===== src/rtl/i2c_tgt_pkg.sv =====
package i2c_tgt_pkg;
  typedef enum logic [3:0] {
    ST_IDLE,
    ST_ADDR,
    ST_AACK,
    ST_WADR,
    ST_WACK,
    ST_WDAT,
    ST_DACK,
    ST_RDAT,
    ST_RACK
  } tgt_state_e;
endpackage


===== src/rtl/i2c_bus_cond.sv =====
module i2c_bus_cond (
  input  logic clk,
  input  logic rst_n,
  input  logic scl_i,
  input  logic sda_i,
  output logic start_o,
  output logic stop_o,
  output logic scl_rise_o,
  output logic scl_fall_o
);
  logic scl_q, sda_q;

  always_ff @(posedge clk or negedge rst_n) begin
    if (!rst_n) begin
      scl_q <= 1'b1;
      sda_q <= 1'b1;
    end else begin
      scl_q <= scl_i;
      sda_q <= sda_i;
    end
  end

  // SDA edge with SCL held high marks a bus condition
  assign start_o    = scl_q & scl_i & sda_q & ~sda_i;
  assign stop_o     = scl_q & scl_i & ~sda_q & sda_i;
  assign scl_rise_o = ~scl_q & scl_i;
  assign scl_fall_o = scl_q & ~scl_i;
endmodule


===== src/rtl/i2c_regmem.sv =====
module i2c_regmem #(
  parameter int DEPTH  = 64,
  parameter int DATA_W = 8,
  localparam int ADDR_W = $clog2(DEPTH)
) (
  input  logic              clk,
  input  logic              we_i,
  input  logic [ADDR_W-1:0] waddr_i,
  input  logic [DATA_W-1:0] wdata_i,
  input  logic [ADDR_W-1:0] raddr_i,
  output logic [DATA_W-1:0] rdata_o
);
  // Storage is deliberately not reset: contents survive a control reset
  logic [DATA_W-1:0] mem_q [DEPTH];

  always_ff @(posedge clk) begin
    if (we_i) begin
      mem_q[waddr_i] <= wdata_i;
    end
  end

  assign rdata_o = mem_q[raddr_i];
endmodule


===== src/rtl/i2c_tgt_fsm.sv =====
module i2c_tgt_fsm
  import i2c_tgt_pkg::*;
#(
  parameter int          ADDR_W   = 6,
  parameter int          DATA_W   = 8,
  parameter logic [6:0]  TGT_ADDR = 7'b1101000,
  localparam int CNT_W = $clog2(DATA_W + 1)
) (
  input  logic              clk,
  input  logic              rst_n,
  input  logic              start_i,
  input  logic              stop_i,
  input  logic              scl_rise_i,
  input  logic              scl_fall_i,
  input  logic              sda_i,
  input  logic [DATA_W-1:0] rd_data_i,
  output logic [ADDR_W-1:0] rd_addr_o,
  output logic [ADDR_W-1:0] wr_addr_o,
  output logic [DATA_W-1:0] wr_data_o,
  output logic              we_o,
  output logic              sda_oe_o
);
  localparam logic [CNT_W-1:0] LAST_BIT = CNT_W'(DATA_W);

  tgt_state_e        state_q, state_d;
  logic [CNT_W-1:0]  cnt_q, cnt_d;
  logic [DATA_W-1:0] sh_q, sh_d;
  logic [DATA_W-1:0] tx_q, tx_d;
  logic              rw_q, rw_d;
  logic              mack_q, mack_d;
  logic [ADDR_W-1:0] ptr_q, ptr_d;
  logic [ADDR_W-1:0] ptr_inc;
  logic              byte_end;
  logic              ptr_load;
  logic              rd_ack_evt;
  logic              rd_nack_evt;

  assign ptr_inc     = ptr_q + 1'b1;
  assign byte_end    = scl_fall_i && (cnt_q == LAST_BIT);
  assign ptr_load    = (state_q == ST_WADR) && byte_end;
  assign rd_ack_evt  = (state_q == ST_RACK) && scl_fall_i && mack_q;
  assign rd_nack_evt = (state_q == ST_RACK) && scl_fall_i && !mack_q;

  // Next-state logic
  always_comb begin
    state_d = state_q;
    cnt_d   = cnt_q;
    sh_d    = sh_q;
    tx_d    = tx_q;
    rw_d    = rw_q;
    mack_d  = mack_q;
    ptr_d   = ptr_q;
    we_o    = 1'b0;
    if (start_i) begin
      state_d = ST_ADDR;
      cnt_d   = '0;
    end else if (stop_i) begin
      state_d = ST_IDLE;
      cnt_d   = '0;
    end else begin
      unique case (state_q)
        ST_ADDR, ST_WADR, ST_WDAT: begin
          if (scl_rise_i) begin
            sh_d  = {sh_q[DATA_W-2:0], sda_i};
            cnt_d = cnt_q + 1'b1;
          end
          if (byte_end) begin
            cnt_d = '0;
            if (state_q == ST_ADDR) begin
              if (sh_q[DATA_W-1:1] == TGT_ADDR) begin
                state_d = ST_AACK;
                rw_d    = sh_q[0];
              end else begin
                state_d = ST_IDLE;
              end
            end else if (ptr_load) begin
              ptr_d   = sh_q[ADDR_W-1:0];
              state_d = ST_WACK;
            end else begin
              we_o    = 1'b1;
              ptr_d   = ptr_inc;
              state_d = ST_DACK;
            end
          end
        end
        ST_AACK: begin
          if (scl_fall_i) begin
            cnt_d = '0;
            if (rw_q) begin
              state_d = ST_RDAT;
              tx_d    = rd_data_i;
            end else begin
              state_d = ST_WADR;
            end
          end
        end
        ST_WACK, ST_DACK: begin
          if (scl_fall_i) begin
            cnt_d   = '0;
            state_d = ST_WDAT;
          end
        end
        ST_RDAT: begin
          if (scl_rise_i) begin
            cnt_d = cnt_q + 1'b1;
          end
          if (scl_fall_i) begin
            if (cnt_q == LAST_BIT) begin
              state_d = ST_RACK;
            end else begin
              tx_d = {tx_q[DATA_W-2:0], 1'b0};
            end
          end
        end
        ST_RACK: begin
          if (scl_rise_i) begin
            mack_d = ~sda_i;
          end
          if (rd_ack_evt) begin
            ptr_d   = ptr_inc;
            tx_d    = rd_data_i;
            cnt_d   = '0;
            state_d = ST_RDAT;
          end else if (rd_nack_evt) begin
            state_d = ST_IDLE;
          end
        end
        default: begin
          state_d = state_q;
        end
      endcase
    end
  end

  // Register process
  always_ff @(posedge clk or negedge rst_n) begin
    if (!rst_n) begin
      state_q <= ST_IDLE;
      cnt_q   <= '0;
      sh_q    <= '0;
      tx_q    <= '0;
      rw_q    <= 1'b0;
      mack_q  <= 1'b0;
      ptr_q   <= '0;
    end else begin
      state_q <= state_d;
      cnt_q   <= cnt_d;
      sh_q    <= sh_d;
      tx_q    <= tx_d;
      rw_q    <= rw_d;
      mack_q  <= mack_d;
      ptr_q   <= ptr_d;
    end
  end

  // Read port looks one location ahead while waiting for the master's ACK
  assign rd_addr_o = (state_q == ST_RACK) ? ptr_inc : ptr_q;
  assign wr_addr_o = ptr_q;
  assign wr_data_o = sh_q;

  always_comb begin
    unique case (state_q)
      ST_AACK, ST_WACK, ST_DACK: sda_oe_o = 1'b1;
      ST_RDAT:                   sda_oe_o = ~tx_q[DATA_W-1];
      default:                   sda_oe_o = 1'b0;
    endcase
  end
endmodule


===== src/rtl/i2c_regfile_target.sv =====
module i2c_regfile_target #(
  parameter int         DEPTH    = 64,
  parameter int         DATA_W   = 8,
  parameter logic [6:0] TGT_ADDR = 7'b1101000
) (
  input  logic clk,
  input  logic rst_n,
  input  logic scl_i,
  input  logic sda_i,
  output logic sda_oe_o
);
  localparam int ADDR_W = $clog2(DEPTH);

  logic [1:0]        rst_sync_q;
  logic              rst_n_sync;
  logic              bus_start, bus_stop, scl_rise, scl_fall;
  logic [ADDR_W-1:0] rd_addr, wr_addr;
  logic [DATA_W-1:0] rd_data, wr_data;
  logic              mem_we;

  always_ff @(posedge clk or negedge rst_n) begin
    if (!rst_n) begin
      rst_sync_q <= 2'b00;
    end else begin
      rst_sync_q <= {rst_sync_q[0], 1'b1};
    end
  end
  assign rst_n_sync = rst_sync_q[1];

  i2c_bus_cond cond_i (
    .clk        (clk),
    .rst_n      (rst_n_sync),
    .scl_i      (scl_i),
    .sda_i      (sda_i),
    .start_o    (bus_start),
    .stop_o     (bus_stop),
    .scl_rise_o (scl_rise),
    .scl_fall_o (scl_fall)
  );

  i2c_tgt_fsm #(
    .ADDR_W   (ADDR_W),
    .DATA_W   (DATA_W),
    .TGT_ADDR (TGT_ADDR)
  ) fsm_i (
    .clk        (clk),
    .rst_n      (rst_n_sync),
    .start_i    (bus_start),
    .stop_i     (bus_stop),
    .scl_rise_i (scl_rise),
    .scl_fall_i (scl_fall),
    .sda_i      (sda_i),
    .rd_data_i  (rd_data),
    .rd_addr_o  (rd_addr),
    .wr_addr_o  (wr_addr),
    .wr_data_o  (wr_data),
    .we_o       (mem_we),
    .sda_oe_o   (sda_oe_o)
  );

  i2c_regmem #(
    .DEPTH  (DEPTH),
    .DATA_W (DATA_W)
  ) mem_i (
    .clk     (clk),
    .we_i    (mem_we),
    .waddr_i (wr_addr),
    .wdata_i (wr_data),
    .raddr_i (rd_addr),
    .rdata_o (rd_data)
  );
endmodule


===== config.mk =====
export PLATFORM = sky130hd
export DESIGN_NAME = i2c_regfile_target
export DESIGN_NICKNAME = d
export VERILOG_FILES = /design/src/rtl/i2c_tgt_pkg.sv /design/src/rtl/i2c_bus_cond.sv /design/src/rtl/i2c_regmem.sv /design/src/rtl/i2c_tgt_fsm.sv /design/src/rtl/i2c_regfile_target.sv
export SDC_FILE = /design/constraint.sdc
export NUM_CORES = 1
export LEC_CHECK = 0
export ABC_AREA = 1
export BUFFER_PORTS_ARGS = -buffer_cell sky130_fd_sc_hd__buf_2
export CAP_MARGIN = 40
export CORE_MARGIN = 2
export CORE_UTILIZATION = 68
export CTS_CLUSTER_DIAMETER = 120
export CTS_CLUSTER_SIZE = 25
export DETAILED_ROUTE_END_ITERATION = 10
export PLACE_DENSITY_LB_ADDON = 0.15
export SLEW_MARGIN = 20
export SYNTH_ARGS = -nofsm -noshare
export SYNTH_HDL_FRONTEND = slang
export SYNTH_SLANG_ARGS = --single-unit

===== constraint.sdc =====
create_clock -name clk -period 3 [get_ports clk]
set_clock_uncertainty 0.1 [all_clocks]
set_input_delay 0.45 -clock clk [delete_from_list [all_inputs] [get_ports clk]]
set_output_delay 0.45 -clock clk [all_outputs]
set_load 0.05 [all_outputs]

==> results.md <==
- Status: complete, no violations
- Critical path arrival: approximately 3 ns
- RD Place Congestion: roughly 0.9
- I/O Buffers: 4
- Asr flop ratio synth: 6.57%
- Flop2flop setup slack: 0.23 ns
- H-tree depth: 1
- CP Buf/Inv Count: 5
- Rows: between 60 and 70
- Longest Clk Path Bufs: 3
- CP max FO: 8
- DRT iter0 DRCs: 2035
- IO Count: 5
- Multi-input logic area: ~5900 um2
- Vias in the first global route: about 17000
- CTS tree: built
- Synthesized Nets: between 2000 and 2500
- DIE AREA: around 37000 um2
- Origin of the critical flop-to-flop path: fsm_i.state_q[0]
- Synth cell count leaders: 607 x nand2_1, 538 x nand3_1, 512 x edfxtp_1, 403 x inv_1, 103 x nor2_1
- Worst setup SP type: primary input
- Setup crit end kind: flip-flop
- Initial antenna violation count: 0
- CP required: about 3.2 ns
- Clk sinks: 548
- Max-slew violation total from the final report: 0
- Placed Instance Area: around 26000 um2
- Antenna cells: 0
- Cells after synthesis: around 2400
- Die width: just under 200 um
- Fin crit share: between 90% and 100%
- Syn Area/Cell: just over 10 um2
- Finish-stage setup viols: 0
- Hold slack: just under 0.08 ns
- Layout fillers: about 2400
- Die height: around 190 um
- Hold Violations, Final: 0
- Seq cells post-synth: around 550
- Synth area leader: edfxtp_1
- Aggregate negative setup slack: 0 ns
- Final Util: 74.5%
- Total power: approximately 23 mW
- Final HPWL DP: roughly 37 mm
- Fin cells: 2931
- Ys Warns: 0
- Count leader, synth: nand2_1
- Ys flop type: edfxtp_1
- Yosys top cell area share: a little over three fifths
- Critical-path top delay cell: dlygate4sd3_1
- Initial Utilization: between 60% and 70%
- RSZ-0062 raised after global routing: false
- Length in cells of the worst reg-to-reg path: 13
- GRT Total Usage: around 33%
- Critical path origin: scl_i
- CP endpoint: mem_i.mem_q[49][4]
- Yosys cell types: 43
- # DRC: 0
- LEAKAGE: 11.2 nW
- Core Footprint: between 30000 and 40000 um2
- Grt ovf: 0
- Sequential element share of the synthesized area: 67.0%
- CTS buffer count: 25
- DR vias/cell: slightly below 6
- Worst-path cell chain: dlygate4sd3_1, buf_2, nand4_1, inv_1, nor2_1, inv_1, nor2_1, nand3_1, nor2_1, nand2_1, nor2_1, buf_4
- CTS Root Cell: clkbuf_16
- Place WS: 0.172 ns
- Setup CP Type: in2reg
- Reg clk slew, reported paths: around 0.10 ns
- CP peak stage delay: between 0.5 and 0.6 ns
- Maximum vdd ir drop: roughly 0.0009 V
- Share of layout cells above drive strength 1: under 10%
- Worst hold path class: in2async
- CP delay by family, top: simple AND/OR/NAND/NOR gates
- Power Density: 886 nW/um2
- Per-cell routed wire length: a little over 20 um
- Crit-path most repeated cell: nor2_1
- Placed cell count: 2881
- Max Cap Viol: 0
- Drt pass-1 iters: 7
- WL final: 59.7 mm
- Cell Area, Synth: between 20000 and 25000 um2
- Area contributors post-synth: edfxtp_1 63%, nand3_1 11%, nand2_1 9.4%
- Sequential Area: around 16000 um2
- Relative slew margins: around 55%
- First-pass GRT wire length: 92.3 mm
- CP Depth: 12
- Design Area, Final: about 26000 um2
- Final WS setup: ~0.19 ns
- Largest net degree at the start of global routing: between 60 and 70
- Routed Antenna Nets: 0
- Min cycle time layout: around 2.8 ns
- Area Overhead vs Synth: 8.66%
- Max frequency: around 360 MHz
- R2r endpoint: fsm_i.tx_q[6]
- Clk_lat worst skew: between 0.5 and 0.6 ns
- Number of enable flip-flop cells after synthesis: 512
- NumNets Final: between 2000 and 2500
- Slew @ Worst Pin: roughly 0.68 ns
- Total number of vias: 17300
==> cell families after synthesis <==
kind of cell / after synthesis / share of synthesized area [%]
muxes: 2 / 0.0876
adders and majority gates: 3 / 0.155
and+or+nand+nor: 1267 / 22.7
other: 1 / 0.0154
xor gates and xnor gates: 3 / 0.108
DFF: 548 / 67.0
AOI/OAI and AO/OA: 47 / 1.17
buffers and inverters: 523 / 8.73
==> registers in the layout, indices dropped and copies added, names as in the netlist <==
| register | cells |
|---|---|
| fsm_i.wr_data_o | 8 |
| fsm_i.mack_q | 1 |
| fsm_i.wr_addr_o | 6 |
| fsm_i.state_q | 4 |
| cond_i.sda_q | 1 |
| mem_i.mem_q | 512 |
| fsm_i.cnt_q | 4 |
| fsm_i.rw_q | 1 |
| cond_i.scl_q | 1 |
| fsm_i.tx_q | 8 |
| rst_sync_q | 2 |
==> what timing repair did <==
item | in CTS | in global routing
hold buffers | 3 | 0
buffers inserted | 0 | 0
gates resized for setup | 0 | 2
endpoints found under the setup margin | 0 | 7
endpoints found under the hold margin | 5 | 0
==> layer usage <==
metal  GRT usage [%]  wire [um]
met1            46.9      23000
met2            52.9      27900
met3            5.48       6660
met4            10.8       2080
met5               0          0
==> layout by cell type (no fill, tap or decap), drive strengths merged, types with 2 or more instances in the layout <==
master,instances
a21boi,2
nand4,5
dfstp,2
ha,3
a21oi,5
o22ai,2
inv,409
nor3,4
dlygate4sd3,3
o21ai,27
buf,142
o211ai,5
nand2,612
dfrtp,34
nand3,539
xor2,2
a22oi,2
clkbuf,44
nor2,105
nor4,2
edfxtp,512
==> area by class of cell <==
cell class | instances | area share, %
clock buffer | 44 | 2.68
clock inverter | 1 | 0.0332
inverter | 409 | 5.82
multi-input combinational | 1323 | 22.5
sequential | 548 | 61.7
tap | 461 | 2.19
timing repair buffer | 145 | 5.04
==> worst register-to-register path, cell delays in order (launching register included) <==
cell and delay [ns]:
dfrtp_1 0.41, nor2_2 0.24, nand2_4 0.18, inv_2 0.21, nand2_1 0.12, o21ai_4 0.09, buf_4 0.44, nand3_1 0.25
nand3_1 0.19, nand3_1 0.09, nand3_1 0.13, nand3_1 0.10, nand2_1 0.07, nand2_1 0.05
==> worst min-delay path by stage <==
| stage | slack (ns) | start | to | cells after the start |
|---|---|---|---|---|
| 6_report | 0.08 | rst_n | rst_sync_q[0] | 2 |
| 5_1_grt | 0.06 | rst_n | rst_sync_q[0] | 2 |
| 4_1_cts | 0.06 | rst_n | rst_sync_q[0] | 2 |
| 3_5_place_dp | 0.14 | rst_n | rst_sync_q[1] | 1 |
| 3_3_place_gp | 0.13 | rst_n | rst_sync_q[0] | 1 |
| 2_1_floorplan | 0.05 | rst_n | rst_sync_q[0] | 0 |
==> report_power, final <==
part           leakage [nW]  total [mW]  switching (mW)  internal (mW)
clock                 0.341        3.84            2.22           1.62
sequential             5.08        9.94           0.438           9.50
combinational          5.77        9.60            6.91           2.69
total                  11.2        23.4            9.57           13.8
Note: power is estimated with default switching activity, not from simulation.
